File: config.mk
export PLATFORM = sky130hd
export DESIGN_NAME = intd_dist
export DESIGN_NICKNAME = d
export VERILOG_FILES = /design/src/rtl/intd_pkg.sv /design/src/rtl/intd_decode.sv /design/src/rtl/intd_state.sv /design/src/rtl/intd_pick.sv /design/src/rtl/intd_dist.sv
export SDC_FILE = /design/constraint.sdc
export NUM_CORES = 1
export LEC_CHECK = 0
export BUFFER_PORTS_ARGS = -buffer_cell sky130_fd_sc_hd__clkbuf_2
export CAP_MARGIN = 20
export CORE_UTILIZATION = 41
export CTS_BUF_LIST = sky130_fd_sc_hd__clkbuf_8
export DETAILED_ROUTE_END_ITERATION = 7
export PLACE_DENSITY = 0.64
export SYNTH_ARGS = -nofsm -noshare
export SYNTH_HDL_FRONTEND = slang
export SYNTH_SLANG_ARGS = --single-unit
export TNS_END_PERCENT = 10
File: constraint.sdc
create_clock -name clk -period 3.9 [get_ports clk]
set_clock_uncertainty 0.1 [all_clocks]
set_input_delay 0.585 -clock clk [delete_from_list [all_inputs] [get_ports clk]]
set_output_delay 0.585 -clock clk [all_outputs]
set_load 0.05 [all_outputs]
File: src/rtl/intd_pkg.sv
// Shared constants and types for the indexed-enable interrupt distributor.
// Assumes byte offsets within a 12-bit register window.
package intd_pkg;
    localparam int IDX_W      = 10;
    localparam int OFF_CTRL   = 'h000;
    localparam int OFF_EN_SET = 'h030;
    localparam int OFF_EN_CLR = 'h034;
    localparam int OFF_ACK    = 'h044;
    localparam int OFF_MK_SET = 'h048;
    localparam int OFF_MK_CLR = 'h04C;
    localparam int ROUTE_BASE = 'h100;
    localparam logic [IDX_W-1:0] ACK_NONE = 10'd1023;

    typedef enum logic [2:0] {
        OP_NONE,
        OP_SET_EN,
        OP_CLR_EN,
        OP_SET_MSK,
        OP_CLR_MSK,
        OP_ROUTE
    } intd_op_e;

    typedef enum logic [1:0] {
        RD_ZERO,
        RD_CTRL,
        RD_ACK,
        RD_ROUTE
    } intd_rd_e;
endpackage

File: src/rtl/intd_decode.sv
// Register access decoder. Turns one bus request into a state operation
// (with a target index and whether that index exists) or a read selector.
// Assumes NUM_SRC <= 64 so the routing window fits below offset 0x200.
module intd_decode
    import intd_pkg::*;
#(
    parameter int NUM_SRC = 32,
    parameter int ADDR_W  = 12,
    localparam int SRC_W  = (NUM_SRC > 1) ? $clog2(NUM_SRC) : 1
) (
    input  logic              bus_valid,
    input  logic              bus_write,
    input  logic [ADDR_W-1:0] bus_addr,
    input  logic [IDX_W-1:0]  idx_i,
    output intd_op_e          op_o,
    output logic [IDX_W-1:0]  tgt_o,
    output logic              tgt_ok_o,
    output intd_rd_e          rd_sel_o,
    output logic [SRC_W-1:0]  rd_idx_o
);
    logic              in_route;
    logic [ADDR_W-1:0] route_off;

    // Locate accesses that fall inside the per-source routing window
    always_comb begin
        route_off = bus_addr - ADDR_W'(ROUTE_BASE);
        in_route  = (bus_addr >= ADDR_W'(ROUTE_BASE)) &&
                    (bus_addr <  ADDR_W'(ROUTE_BASE + 4 * NUM_SRC)) &&
                    (bus_addr[1:0] == 2'b00);
    end

    // Classify the request into one operation or one read source
    always_comb begin
        op_o     = OP_NONE;
        tgt_o    = idx_i;
        rd_sel_o = RD_ZERO;
        rd_idx_o = SRC_W'(route_off >> 2);
        if (bus_valid && bus_write) begin
            case (bus_addr)
                ADDR_W'(OFF_EN_SET): op_o = OP_SET_EN;
                ADDR_W'(OFF_EN_CLR): op_o = OP_CLR_EN;
                ADDR_W'(OFF_MK_SET): op_o = OP_SET_MSK;
                ADDR_W'(OFF_MK_CLR): op_o = OP_CLR_MSK;
                default: begin
                    if (in_route) begin
                        op_o  = OP_ROUTE;
                        tgt_o = IDX_W'(route_off >> 2);
                    end
                end
            endcase
        end else if (bus_valid) begin
            if (bus_addr == ADDR_W'(OFF_CTRL))     rd_sel_o = RD_CTRL;
            else if (bus_addr == ADDR_W'(OFF_ACK)) rd_sel_o = RD_ACK;
            else if (in_route)                     rd_sel_o = RD_ROUTE;
        end
    end

    // Indexes beyond the implemented range must not touch any state
    assign tgt_ok_o = (tgt_o < IDX_W'(NUM_SRC));
endmodule

File: src/rtl/intd_state.sv
// Enable, mask and routing storage. Each bit changes only when an
// operation names its own index, so there is no read-modify-write.
// Assumes op/tgt come from intd_decode in the same cycle.
module intd_state
    import intd_pkg::*;
#(
    parameter int NUM_SRC = 32,
    parameter int NUM_CPU = 4,
    localparam int CPU_W  = (NUM_CPU > 1) ? $clog2(NUM_CPU) : 1
) (
    input  logic                              clk,
    input  logic                              rst_n,
    input  intd_op_e                          op_i,
    input  logic [IDX_W-1:0]                  tgt_i,
    input  logic                              tgt_ok_i,
    input  logic [CPU_W-1:0]                  cpu_i,
    input  logic [NUM_CPU-1:0]                route_data_i,
    output logic [NUM_SRC-1:0]                en_o,
    output logic [NUM_CPU-1:0][NUM_SRC-1:0]   mask_o,
    output logic [NUM_SRC-1:0][NUM_CPU-1:0]   route_o
);
    for (genvar s = 0; s < NUM_SRC; s++) begin : g_src
        logic hit;
        assign hit = tgt_ok_i && (tgt_i == IDX_W'(s));

        // Global enable bit of source s
        always_ff @(posedge clk) begin
            if (!rst_n)                          en_o[s] <= 1'b0;
            else if (hit && op_i == OP_SET_EN)   en_o[s] <= 1'b1;
            else if (hit && op_i == OP_CLR_EN)   en_o[s] <= 1'b0;
        end

        // Routing field of source s
        always_ff @(posedge clk) begin
            if (!rst_n)                        route_o[s] <= '0;
            else if (hit && op_i == OP_ROUTE)  route_o[s] <= route_data_i;
        end

        for (genvar c = 0; c < NUM_CPU; c++) begin : g_cpu
            logic mine;
            assign mine = hit && (cpu_i == CPU_W'(c));

            // Mask bit of source s as seen by CPU c
            always_ff @(posedge clk) begin
                if (!rst_n)                           mask_o[c][s] <= 1'b1;
                else if (mine && op_i == OP_SET_MSK)  mask_o[c][s] <= 1'b1;
                else if (mine && op_i == OP_CLR_MSK)  mask_o[c][s] <= 1'b0;
            end
        end
    end
endmodule

File: src/rtl/intd_pick.sv
// Lowest-index finder: reports whether any request bit is set and the
// position of the lowest one. Purely combinational.
module intd_pick #(
    parameter int WIDTH = 32,
    parameter int IDX_W = 10
) (
    input  logic [WIDTH-1:0] req_i,
    output logic             hit_o,
    output logic [IDX_W-1:0] idx_o
);
    // Scan downward so the lowest set bit is written last and wins
    always_comb begin
        hit_o = |req_i;
        idx_o = '0;
        for (int i = WIDTH - 1; i >= 0; i--) begin
            if (req_i[i]) idx_o = IDX_W'(i);
        end
    end
endmodule

File: src/rtl/intd_dist.sv
// Indexed-enable multi-CPU interrupt distributor (top).
// Combines source levels with enable, routing and per-CPU masks,
// picks the lowest deliverable index per CPU, and registers irq_o and
// read data. Assumes NUM_SRC <= 64, NUM_CPU <= 4, synchronous reset.
module intd_dist
    import intd_pkg::*;
#(
    parameter int NUM_SRC = 32,
    parameter int NUM_CPU = 4,
    parameter int ADDR_W  = 12,
    parameter int DATA_W  = 32,
    parameter logic [NUM_SRC-1:0] PRIVATE_MAP = NUM_SRC'(40),
    localparam int CPU_W  = (NUM_CPU > 1) ? $clog2(NUM_CPU) : 1,
    localparam int SRC_W  = (NUM_SRC > 1) ? $clog2(NUM_SRC) : 1
) (
    input  logic               clk,
    input  logic               rst_n,
    input  logic [NUM_SRC-1:0] src_i,
    input  logic               bus_valid,
    input  logic               bus_write,
    input  logic [CPU_W-1:0]   bus_cpu,
    input  logic [ADDR_W-1:0]  bus_addr,
    input  logic [DATA_W-1:0]  bus_wdata,
    output logic               bus_rvalid,
    output logic [DATA_W-1:0]  bus_rdata,
    output logic [NUM_CPU-1:0] irq_o
);
    intd_op_e                            op;
    logic [IDX_W-1:0]                    tgt;
    logic                                tgt_ok;
    intd_rd_e                            rd_sel;
    logic [SRC_W-1:0]                    rd_idx;
    logic [NUM_SRC-1:0]                  en_q;
    logic [NUM_CPU-1:0][NUM_SRC-1:0]     mask_q;
    logic [NUM_SRC-1:0][NUM_CPU-1:0]     route_q;
    logic [NUM_CPU-1:0][NUM_SRC-1:0]     route_col;
    logic [NUM_CPU-1:0]                  hit;
    logic [NUM_CPU-1:0][IDX_W-1:0]       pick_idx;
    logic [NUM_CPU-1:0][IDX_W-1:0]       ack_val;
    logic [DATA_W-1:0]                   rd_next;
    logic                                unused_wdata;

    assign unused_wdata = ^bus_wdata;

    intd_decode #(.NUM_SRC(NUM_SRC), .ADDR_W(ADDR_W)) u_dec (
        .bus_valid (bus_valid),
        .bus_write (bus_write),
        .bus_addr  (bus_addr),
        .idx_i     (bus_wdata[IDX_W-1:0]),
        .op_o      (op),
        .tgt_o     (tgt),
        .tgt_ok_o  (tgt_ok),
        .rd_sel_o  (rd_sel),
        .rd_idx_o  (rd_idx)
    );

    intd_state #(.NUM_SRC(NUM_SRC), .NUM_CPU(NUM_CPU)) u_state (
        .clk          (clk),
        .rst_n        (rst_n),
        .op_i         (op),
        .tgt_i        (tgt),
        .tgt_ok_i     (tgt_ok),
        .cpu_i        (bus_cpu),
        .route_data_i (bus_wdata[NUM_CPU-1:0]),
        .en_o         (en_q),
        .mask_o       (mask_q),
        .route_o      (route_q)
    );

    for (genvar c = 0; c < NUM_CPU; c++) begin : g_cpu
        logic [NUM_SRC-1:0] live;

        for (genvar s = 0; s < NUM_SRC; s++) begin : g_col
            assign route_col[c][s] = route_q[s][c];
        end

        // Private sources bypass enable and routing; all obey this CPU's mask
        assign live = src_i & ~mask_q[c] & (PRIVATE_MAP | (en_q & route_col[c]));

        intd_pick #(.WIDTH(NUM_SRC), .IDX_W(IDX_W)) u_pick (
            .req_i (live),
            .hit_o (hit[c]),
            .idx_o (pick_idx[c])
        );

        assign ack_val[c] = hit[c] ? pick_idx[c] : ACK_NONE;
    end

    // Select the value returned for the current read request
    always_comb begin
        case (rd_sel)
            RD_CTRL:  rd_next = DATA_W'(NUM_SRC) << 2;
            RD_ACK:   rd_next = DATA_W'(ack_val[bus_cpu]);
            RD_ROUTE: rd_next = DATA_W'(route_q[rd_idx]);
            default:  rd_next = '0;
        endcase
    end

    // Register read response one cycle after the request
    always_ff @(posedge clk) begin
        if (!rst_n) begin
            bus_rvalid <= 1'b0;
            bus_rdata  <= '0;
        end else begin
            bus_rvalid <= bus_valid && !bus_write;
            bus_rdata  <= rd_next;
        end
    end

    // Register per-CPU interrupt request lines
    always_ff @(posedge clk) begin
        if (!rst_n) irq_o <= '0;
        else        irq_o <= hit;
    end
endmodule

Word level (Yosys, flattened, before mapping)
Index checks and enable logic that the tools add are counted.
- register bits: 325
- bits of input ports: 82
- output and inout port bits: 37
- logic and storage cells: 1163
- add/subtract/negate cells: 1
- $lt $le $gt $ge: 5
- equality and inequality tests: 47
- mux-type cells: 212
- bitwise operators: 17
- reduce and logical (&&, ||, !) cells: 686
- operators by type and width (kind ; count):
    5-bit 2-to-1 mux ; 128
    1-bit logical AND ; 516
    32-bit AND ; 12
    2-bit OR reduction ; 128
    10-bit by 5-bit == test with 1-bit output (second input constant) ; 16
    32-bit NOT ; 4
    32-bit OR reduction ; 4
    10-bit by 4-bit == test with 1-bit output (second input constant) ; 8
    10-bit 2-to-1 mux ; 8
    1-bit 2-to-1 mux ; 64
    2-bit nonzero test ; 32
    10-bit by 3-bit == test with 1-bit output (second input constant) ; 4
    12-bit by 7-bit == test with 1-bit output (second input constant) ; 3
    10-bit one-hot mux with 3 select lines ; 1
    12-bit by 6-bit == test with 1-bit output (second input constant) ; 2
    10-bit binary-select mux with 2-bit select ; 1
    4-bit binary-select mux with 5-bit select ; 1
    10-bit by 2-bit == test with 1-bit output (second input constant) ; 2
    12-bit by 9-bit >= comparator with 1-bit output (second input constant) ; 1
    12-bit zero test ; 1
    12-bit by 9-bit less-than comparator with 1-bit output (second input constant) ; 1
    3-bit one-hot mux with 4 select lines ; 1
    12-bit by 9-bit subtractor with 12-bit output (second input constant) ; 1
    10-bit by 1-bit == test with 1-bit output (second input constant) ; 1
    other kinds (16) ; 28

Logic depth before layout (Yosys ltp)
Gate-level depths: netlist (run 1).
- depth in word-level cells: 39
- gate-level depth with buffers: 12
- depth with buffers taken out: 10

By module
A second synthesis (run 1) with hierarchy kept.
- cells, all modules: 1881
- area total of the unflattened synthesis: 16432.0 µm²
- by module, submodules not included (module ; instances ; cells an instance ; area an instance (µm²) ; seq. area each (µm²)):
    intd_state ; 1 ; 1169 ; 11135.7 ; 5765.5
    intd_dist ; 1 ; 363 ; 3079.2 ; 300.3
    intd_pick ; 4 ; 71 ; 426.7 ; 0.0
    intd_decode ; 1 ; 65 ; 510.5 ; 0.0

Least setup slack after synthesis (run 1)
Ideal clock, no wire load.
- path kind: input to register
- start: input bus_addr[11]
- end: register u_state.route_o[110] (netlist name)
- library setup time: 0.128 ns
- arrival time: 3.345 ns
- required time: 3.672 ns
- slack: 0.326 ns
- stages on the path: 9
- path buffers: 1
- cells stage by stage: or3_4 -> or3_4 -> a2111oi_4 -> buf_6 -> mux2_2 -> nor2_1 -> nand3_1 -> nand3_1 -> o21ai_0
- word-level cells in the longest chain between the ends: 9
- elaborated cells on any way between the ends: 21
- those cells by class: add/sub: 1; order compare: 3; eq/ne: 6; mux: 6; reduce/logical: 5
- RTL lines (item ; RTL line ; text):
    start: declaration ; intd_dist.sv:22 ; input logic [ADDR_W-1:0] bus_addr,
    12-bit by 9-bit >= comparator with 1-bit output / 12-bit by 9-bit less-than comparator with 1-bit output (equally long branches) ; intd_decode.sv:27, intd_decode.sv:28 ;
    1-bit logical AND ; intd_decode.sv:27 ; in_route = (bus_addr >= ADDR_W'(ROUTE_BASE)) &&
    1-bit logical AND ; intd_decode.sv:28 ; (bus_addr < ADDR_W'(ROUTE_BASE + 4 * NUM_SRC)) &&
    10-bit 2-to-1 mux ; intd_decode.sv:45 ; if (in_route) begin
    10-bit 2-to-1 mux ; intd_decode.sv:39 ; case (bus_addr)
    10-bit 2-to-1 mux ; intd_decode.sv:38 ; if (bus_valid && bus_write) begin
    10-bit by 6-bit less-than comparator with 1-bit output / 10-bit by 5-bit == test with 1-bit output (equally long branches) ; intd_decode.sv:59, intd_state.sv:24 ;
    1-bit logical AND ; intd_state.sv:24 ; assign hit = tgt_ok_i && (tgt_i == IDX_W'(s));
    1-bit logical AND (*) ; intd_state.sv:36 ; else if (hit && op_i == OP_ROUTE) route_o[s] <= route_data_i;
    end signal: indexed assignment ; intd_state.sv:36 ;
    end: declaration ; intd_state.sv:20 ; output logic [NUM_SRC-1:0][NUM_CPU-1:0] route_o
Every way passes the cells marked *; elsewhere a longest branch is shown, timed or not.
A chain may end at the register's enable or synchronous reset.

Worst setup path after layout (run 1)
- start: input bus_addr[11]
- end: register u_state.route_o[122] (netlist name)
Same word-level chain as after synthesis.

==> impl_results.md, run 1 <==
* Root buffer cell: clkbuf_8
* Inst Count DP at around 2200
* P&R area growth vs syn at 14.6%
* Unique masters post-synth at 71
* Most frequent cells in the layout: 309 x o21ai_0, 298 x dfxtp_1, 168 x nand3_1, 167 x o211ai_1, 103 x nand4b_1
* Starting Density at around two fifths
* Routed length per placed instance at about 25 um
* RSZ-0062 raised after global routing: false
* Die Area at about 37000 sq um
* FFs w/ async S/R, synth at 0%
* Overflow after GRT at 0
* Number of synthesized flops with an enable pin at 0
* Worst R2R Start: u_state.en_o[18]
* Dpl hpwl at approximately 40 mm
* Post-route ant nets at 0
* Total power at ~6.5 mW
* CTS H-Tree Depth at 2
* DP Worst Slack at -91.3 ps
* Max FO, Critical Path at 23
* Port bufs at 74
* Crit path DAT at 3810 ps
* Pwr Density at 382 nW/um^2
* Setup tns final at 0 ps
* Mapped Cells at ~1700
* Final WL at about 57 mm
* Syn Area/Cell at approximately 9.0 sq um
* Worst-Skew Late Latency at between 600 and 700 ps
* Die width at 192 um
* Pleak at slightly above 6 nW
* Routed vias/inst at between 6 and 7
* Status: complete, but fails checks
* Clk sinks at 298
* Min-delay src: bus_wdata[1]
* Endpoints failing hold at 0
* Commonest non-fill, non-tap cell in the layout: o21ai_0
* Hold Path Class: in2reg
* Setup Viol. Count Final at 0
* Area of placed instances at 15900 sq um
* Initial antenna violation count at 0
* Core Util, Final at between 40% and 50%
* Num CTS Buffers at slightly above 50
* Final worst-path cycle share at about 88%
* Layout cell share with drive strength beyond 1 at 18.1%
* Fin cells at around 2300
* # hold bufs at CTS at 0
* Remaining DRCs at 32
* Global-route total usage across every layer at a little under a third
* Seq/Total Area, Yosys at between 40 and 50%
* Failing checks: DRC
* Hold WS at approximately 270 ps
* Crit path from: bus_addr[11]
* Peak supply drop at 0.237 mV
* Num ports at 119
* Die Ht at between 150 and 200 um
* Total Nets Final at 1838
* Clock tree from TritonCTS: built
* Max Cap Viol at 0
* Vias at between 10000 and 15000
* Post-CTS setup buffers at 0
* Tightest Pin Transition at approximately 1100 ps
* First-pass GRT wire length at 84.7 mm
* Mapped cell area at 14900 sq um
* Highest clock rate at 290 MHz
* Setup ws final at between 400 and 500 ps
* Tmin final at 3450 ps
* Post-route cell area at ~17000 sq um
* Final Max Tran Viols at 0
* Synth Register Bits at 298
* Fillers at roughly 3400
* Critical Path Start Type: input pin
* Drt pass-1 iters at 8
* Pin count of the biggest net entering global routing at roughly 110
* GPL Wtd Cong at 1.05
* Endpoint type of the worst setup path: register
* DRT iter0 DRCs at ~1600
* Clk pin slew, worst setup/hold paths at 60 ps
* Crit path kind: in2reg
* Critical Path RT at approximately 4300 ps
* CTS resizes at 0
* Rows at around 70
* Vias in the first global route at ~13000
* Top_reg_cell synth: dfxtp_1
* Synth Warn # at 0
* Max_slew headroom at between 20% and 30%
* Clock Tree Buf Depth at 3
* Core ar. at around 36000 sq um
## report_power, final
group / switching [mW] / total [mW] / internal (mW)
clock: 1.33 / 3.13 / 1.81
combinational: 0.255 / 0.333 / 0.0774
sequential: 0.000121 / 3.04 / 3.04
## final timing paths
| check | to | slack (ps) | cells after the start |
|---|---|---|---|
| min | u_state.route_o[25] | 270 | 3 |
| max reg2reg | bus_rdata[0] | 500 | 7 |
| min reg2reg | u_state.route_o[22] | 380 | 2 |
| max | u_state.route_o[122] | 450 | 12 |
## cell type report
cell class	instances	area [sq um]	area share [%]
diodes	1	2.50	0.0147
clock buffers	74	1020	5.97
flip-flops and latches	298	5970	35.0
inverters	16	60.1	0.352
repair buffers	146	957	5.61
multi-input cells	1240	8320	48.8
well taps	461	577	3.38
clock inverters	21	148	0.866
## synthesized netlist by cell type (all sizes together) (2+ instances only)
cell type	n	area, sq um
a2111oi	4	53.8
a211o	2	17.5
a211oi	7	52.6
a21boi	2	15.0
a21o	2	15.0
a21oi	14	70.1
a221oi	2	17.5
a31o	2	17.5
a31oi	12	75.1
a41o	2	20.0
and2	7	43.8
and3	2	12.5
and4	3	26.3
and4b	31	310
buf	42	299
clkbuf	81	305
dfxtp	298	5970
ha	3	37.5
inv	16	60.1
mux2	7	82.6
mux2i	14	140
mux4	41	923
nand2	115	497
nand2b	26	163
nand3	170	861
nand3b	3	22.5
nand4	24	156
nand4b	103	902
nor2	45	184
nor2b	20	125
nor3	14	70.1
nor3b	2	15.0
nor4	12	75.1
nor4b	4	50.1
o2111ai	4	35.0
o211ai	167	1250
o21a	3	22.5
o21ai	314	1580
o21bai	4	30.0
o22ai	2	12.5
o311ai	3	26.3
o31ai	3	36.3
o41ai	2	17.5
or2	6	37.5
or3	5	41.3
## worst max-delay path: stages
cell,delay [ps]
clkbuf_2,110
or3_4,410
or3_4,360
a2111oi_4,630
buf_4,280
buf_4,320
nand3_1,140
o21ai_2,70
buf_4,310
nand3_1,310
nand3_1,170
o21ai_0,110
## state kept, by name, summed over array words and instances (netlist names)
signal,flops
bus_rdata,7
bus_rvalid,1
irq_o,4
u_state.en_o,30
u_state.mask_o,128
u_state.route_o,128
## cells by family after synthesis
| logic type | Yosys count | synth area share [%] |
|---|---|---|
| buffers and inverters | 139 | 4.47 |
| other | 1 | 0.0252 |
| AO/OA/AOI/OAI | 558 | 23.1 |
| adder cells (fa/ha/maj) | 3 | 0.252 |
| AND/OR/NAND/NOR | 595 | 24.3 |
| multiplexers | 62 | 7.71 |
| flip-flops | 298 | 40.1 |
## layer usage
layer  up-vias  global-route usage (%)  share of wire (%)
met2       811                    48.4                 44
met4         0                    15.5                5.1
met5         -                       0                  0
met1      6973                    41.2                 41
li1       6592                       -                  -
met3       182                    4.98                9.2
(Power assumes the default switching activity.)
==> inputs of run 2 (changes only) <==
GPL_ROUTABILITY_DRIVEN = 0   (was not set)
REMOVE_ABC_BUFFERS = 1   (was not set)
==> run 2 against run 1 <==
Compared with the run above: the flow still finishes with violations (DRC); register-to-register slack improved by 300 ps; via count fell by 1.6%; routed wire length down 2.8%; count of clock-buffer cells in the layout down 15; core utilization shrank 1.1 points; global-route usage is 1.1 points lower; flip-flop and latch count did not move; final area shrank 2.4%; non-clock buffer count down 20; combinational power is 2% lower; largest power group is now sequential cells.
==> impl_results.md, run 2 (synthesis results as in run 1) <==
* Status: complete, but fails checks
* Failing checks: DRC
* DRT iter0 DRCs at 1682 (+2.1%)
* Total Nets Final at 1816 (-1.2%)
* Remaining DRCs at 24 (-25%)
* Starting Density at 41.7% (unchanged)
* Commonest non-fill, non-tap cell in the layout: o21ai_0
* Max FO, Critical Path at 20 (-13%)
* Rows at 69 (unchanged)
* DP Worst Slack at 220 ps (+311 ps)
* Vias at 14300 (-1.6%)
* Hold Path Class: in2reg
* Sequential Power Share at 50.8% (+4.0 points)
* First-pass GRT wire length at 82.3 mm (-2.9%)
* Critical Path RT at 4220 ps (-40 ps)
* Endpoints failing hold at 0 (unchanged)
* Tightest Pin Transition at 822 ps (-258 ps)
* Pin count of the biggest net entering global routing at 151 (+34%)
* Routed length per placed instance at 25.0 um (-1.4%)
* Routed vias/inst at 6.44 (-0.14%)
* Num CTS Buffers at 49 (-3.9%)
* Pwr Density at 360 nW/um^2 (-5.8%)
* Drt pass-1 iters at 8 (unchanged)
* Clock Tree Buf Depth at 3 (unchanged)
* Crit path kind: in2reg
* Overflow after GRT at 0 (unchanged)
* Num ports at 119 (unchanged)
* Sw frac at 25.2% (+0.94 points)
* Setup ws final at 718 ps (+264 ps)
* CTS H-Tree Depth at 2 (unchanged)
* Highest clock rate at 314 MHz (+8.3%)
* P&R area growth vs syn at 11.9%
* Endpoint type of the worst setup path: register
* Pleak at 6.04 nW (-3.1%)
* Setup Viol. Count Final at 0 (unchanged)
* Tmin final at 3180 ps (-264 ps)
* Initial antenna violation count at 1 (+1)
* Min-delay src: bus_wdata[1]
* Layout cell share with drive strength beyond 1 at 16.1% (-2.0 points)
* Final worst-path cycle share at 81.6% (-6.8 points)
* Dpl hpwl at 38.5 mm (-3.6%)
* Core ar. at 35700 sq um (unchanged)
* Global-route total usage across every layer at 29.9% (-1.1 points)
* Port bufs at 74 (unchanged)
* Peak supply drop at 0.245 mV (+3.7%)
* Worst-Skew Late Latency at 590 ps (-20 ps)
* Largest registers: u_state.mask_o (128), u_state.route_o (128), u_state.en_o (30)
* Critical Path Start Type: input pin
* Final WL at 55.5 mm (-2.8%)
* Crit path DAT at 3500 ps (-310 ps)
* RSZ-0062 raised after global routing: false
* Die width at 192 um (unchanged)
* Net Switching at 1.51 mW (-4.5%)
* Final Max Tran Viols at 0 (unchanged)
* Core Util, Final at 46.7% (-1.1 points)
* Post-CTS setup buffers at 0 (unchanged)
* Crit path from: bus_addr[3]
* Total power at 5.99 mW (-8.0%)
* # hold bufs at CTS at 0 (unchanged)
* Clk pin slew, worst setup/hold paths at 60 ps (about the same)
* CTS resizes at 0 (unchanged)
* Area of placed instances at 15700 sq um (-0.95%)
* Pint at 4.48 mW (-9.2%)
* Die Ht at 192 um (unchanged)
* Vias in the first global route at 13300 (-1.1%)
* Max_slew headroom at 45.2% (+17 points)
* Die Area at 37000 sq um (unchanged)
* Combinational power share at 5.5% (+0.4 points)
* Clock Power Share at 43.7% (-4.4 points)
* Post-route cell area at 16600 sq um (-2.4%)
* Most frequent cells in the layout: 309 x o21ai_0, 298 x dfxtp_1, 168 x nand3_1, 167 x o211ai_1, 103 x nand4b_1
* Worst R2R Start: u_state.en_o[0]
* Post-route ant nets at 0 (unchanged)
* Clk sinks at 298 (unchanged)
* Root buffer cell: clkbuf_8
* Max Cap Viol at 0 (unchanged)
* Clock tree from TritonCTS: built
[run 2: cell count changes in the layout (fill, tap and decap cells not counted), sizes merged]
| cell | delta |
|---|---|
| buf | -20 |
| clkinv | -3 |
| bufinv | -2 |
| clkbuf | -15 |
| inv | +8 |
[run 2: power by group through the flow]
| stage | clock network (mW) | logic, mW | registers [mW] |
|---|---|---|---|
| after global placement | 0 | 0.317 | 3.11 |
| after CTS | 2.66 | 0.320 | 3.04 |
| final | 2.62 | 0.327 | 3.04 |
| after global routing | 2.79 | 0.344 | 3.04 |
| after floorplan | 0 | 0.125 | 3.11 |
| after detailed placement | 0 | 0.320 | 3.11 |
[run 2: worst max-delay path, cell delays in order]
cell       delay [ps]
clkbuf_2          140
nor4_1            480
a32oi_1           250
a2111oi_4         380
buf_4             370
buf_4             320
nand2_1            70
o21ai_0           220
nand2_1           320
o21ai_0           230
o211ai_1          120
[run 2: final cells by class]
cell class | instances | area [sq um]
diodes | 1 | 2.50
flip-flops and latches | 298 | 5970
clock buffers | 59 | 812
multi-input cells | 1240 | 8320
repair buffers | 126 | 807
well taps | 461 | 577
clock inverters | 24 | 97.6
fillers | 3429 | 19000
inverters | 16 | 60.1
[run 2: final timing paths]
path                          to  slack, ps  depth (start not counted)
max           u_state.mask_o[85]        720                         11
min          u_state.route_o[25]        280                          3
max reg2reg         bus_rdata[0]        800                          9
min reg2reg  u_state.route_o[15]        380                          2
[run 2: through the flow]
step / TNS [ps] / hold WS, ps / instances
2_1_floorplan: -211150 / 338 / 1554
3_3_place_gp: 0 / 364 / 2141
3_5_place_dp: 0 / 364 / 2141
4_1_cts: 0 / 259 / 2224
5_1_grt: 0 / 290 / 2224
6_report: 0 / 282 / 2225
[run 2: routing by layer]
metal	global-route usage [%]	vias up	share of wire, %
li1	-	6548	-
met1	39.9	6811	41
met2	46.2	809	44
met3	5.82	164	9.5
met4	14.1	0	4.7
met5	0	-	0
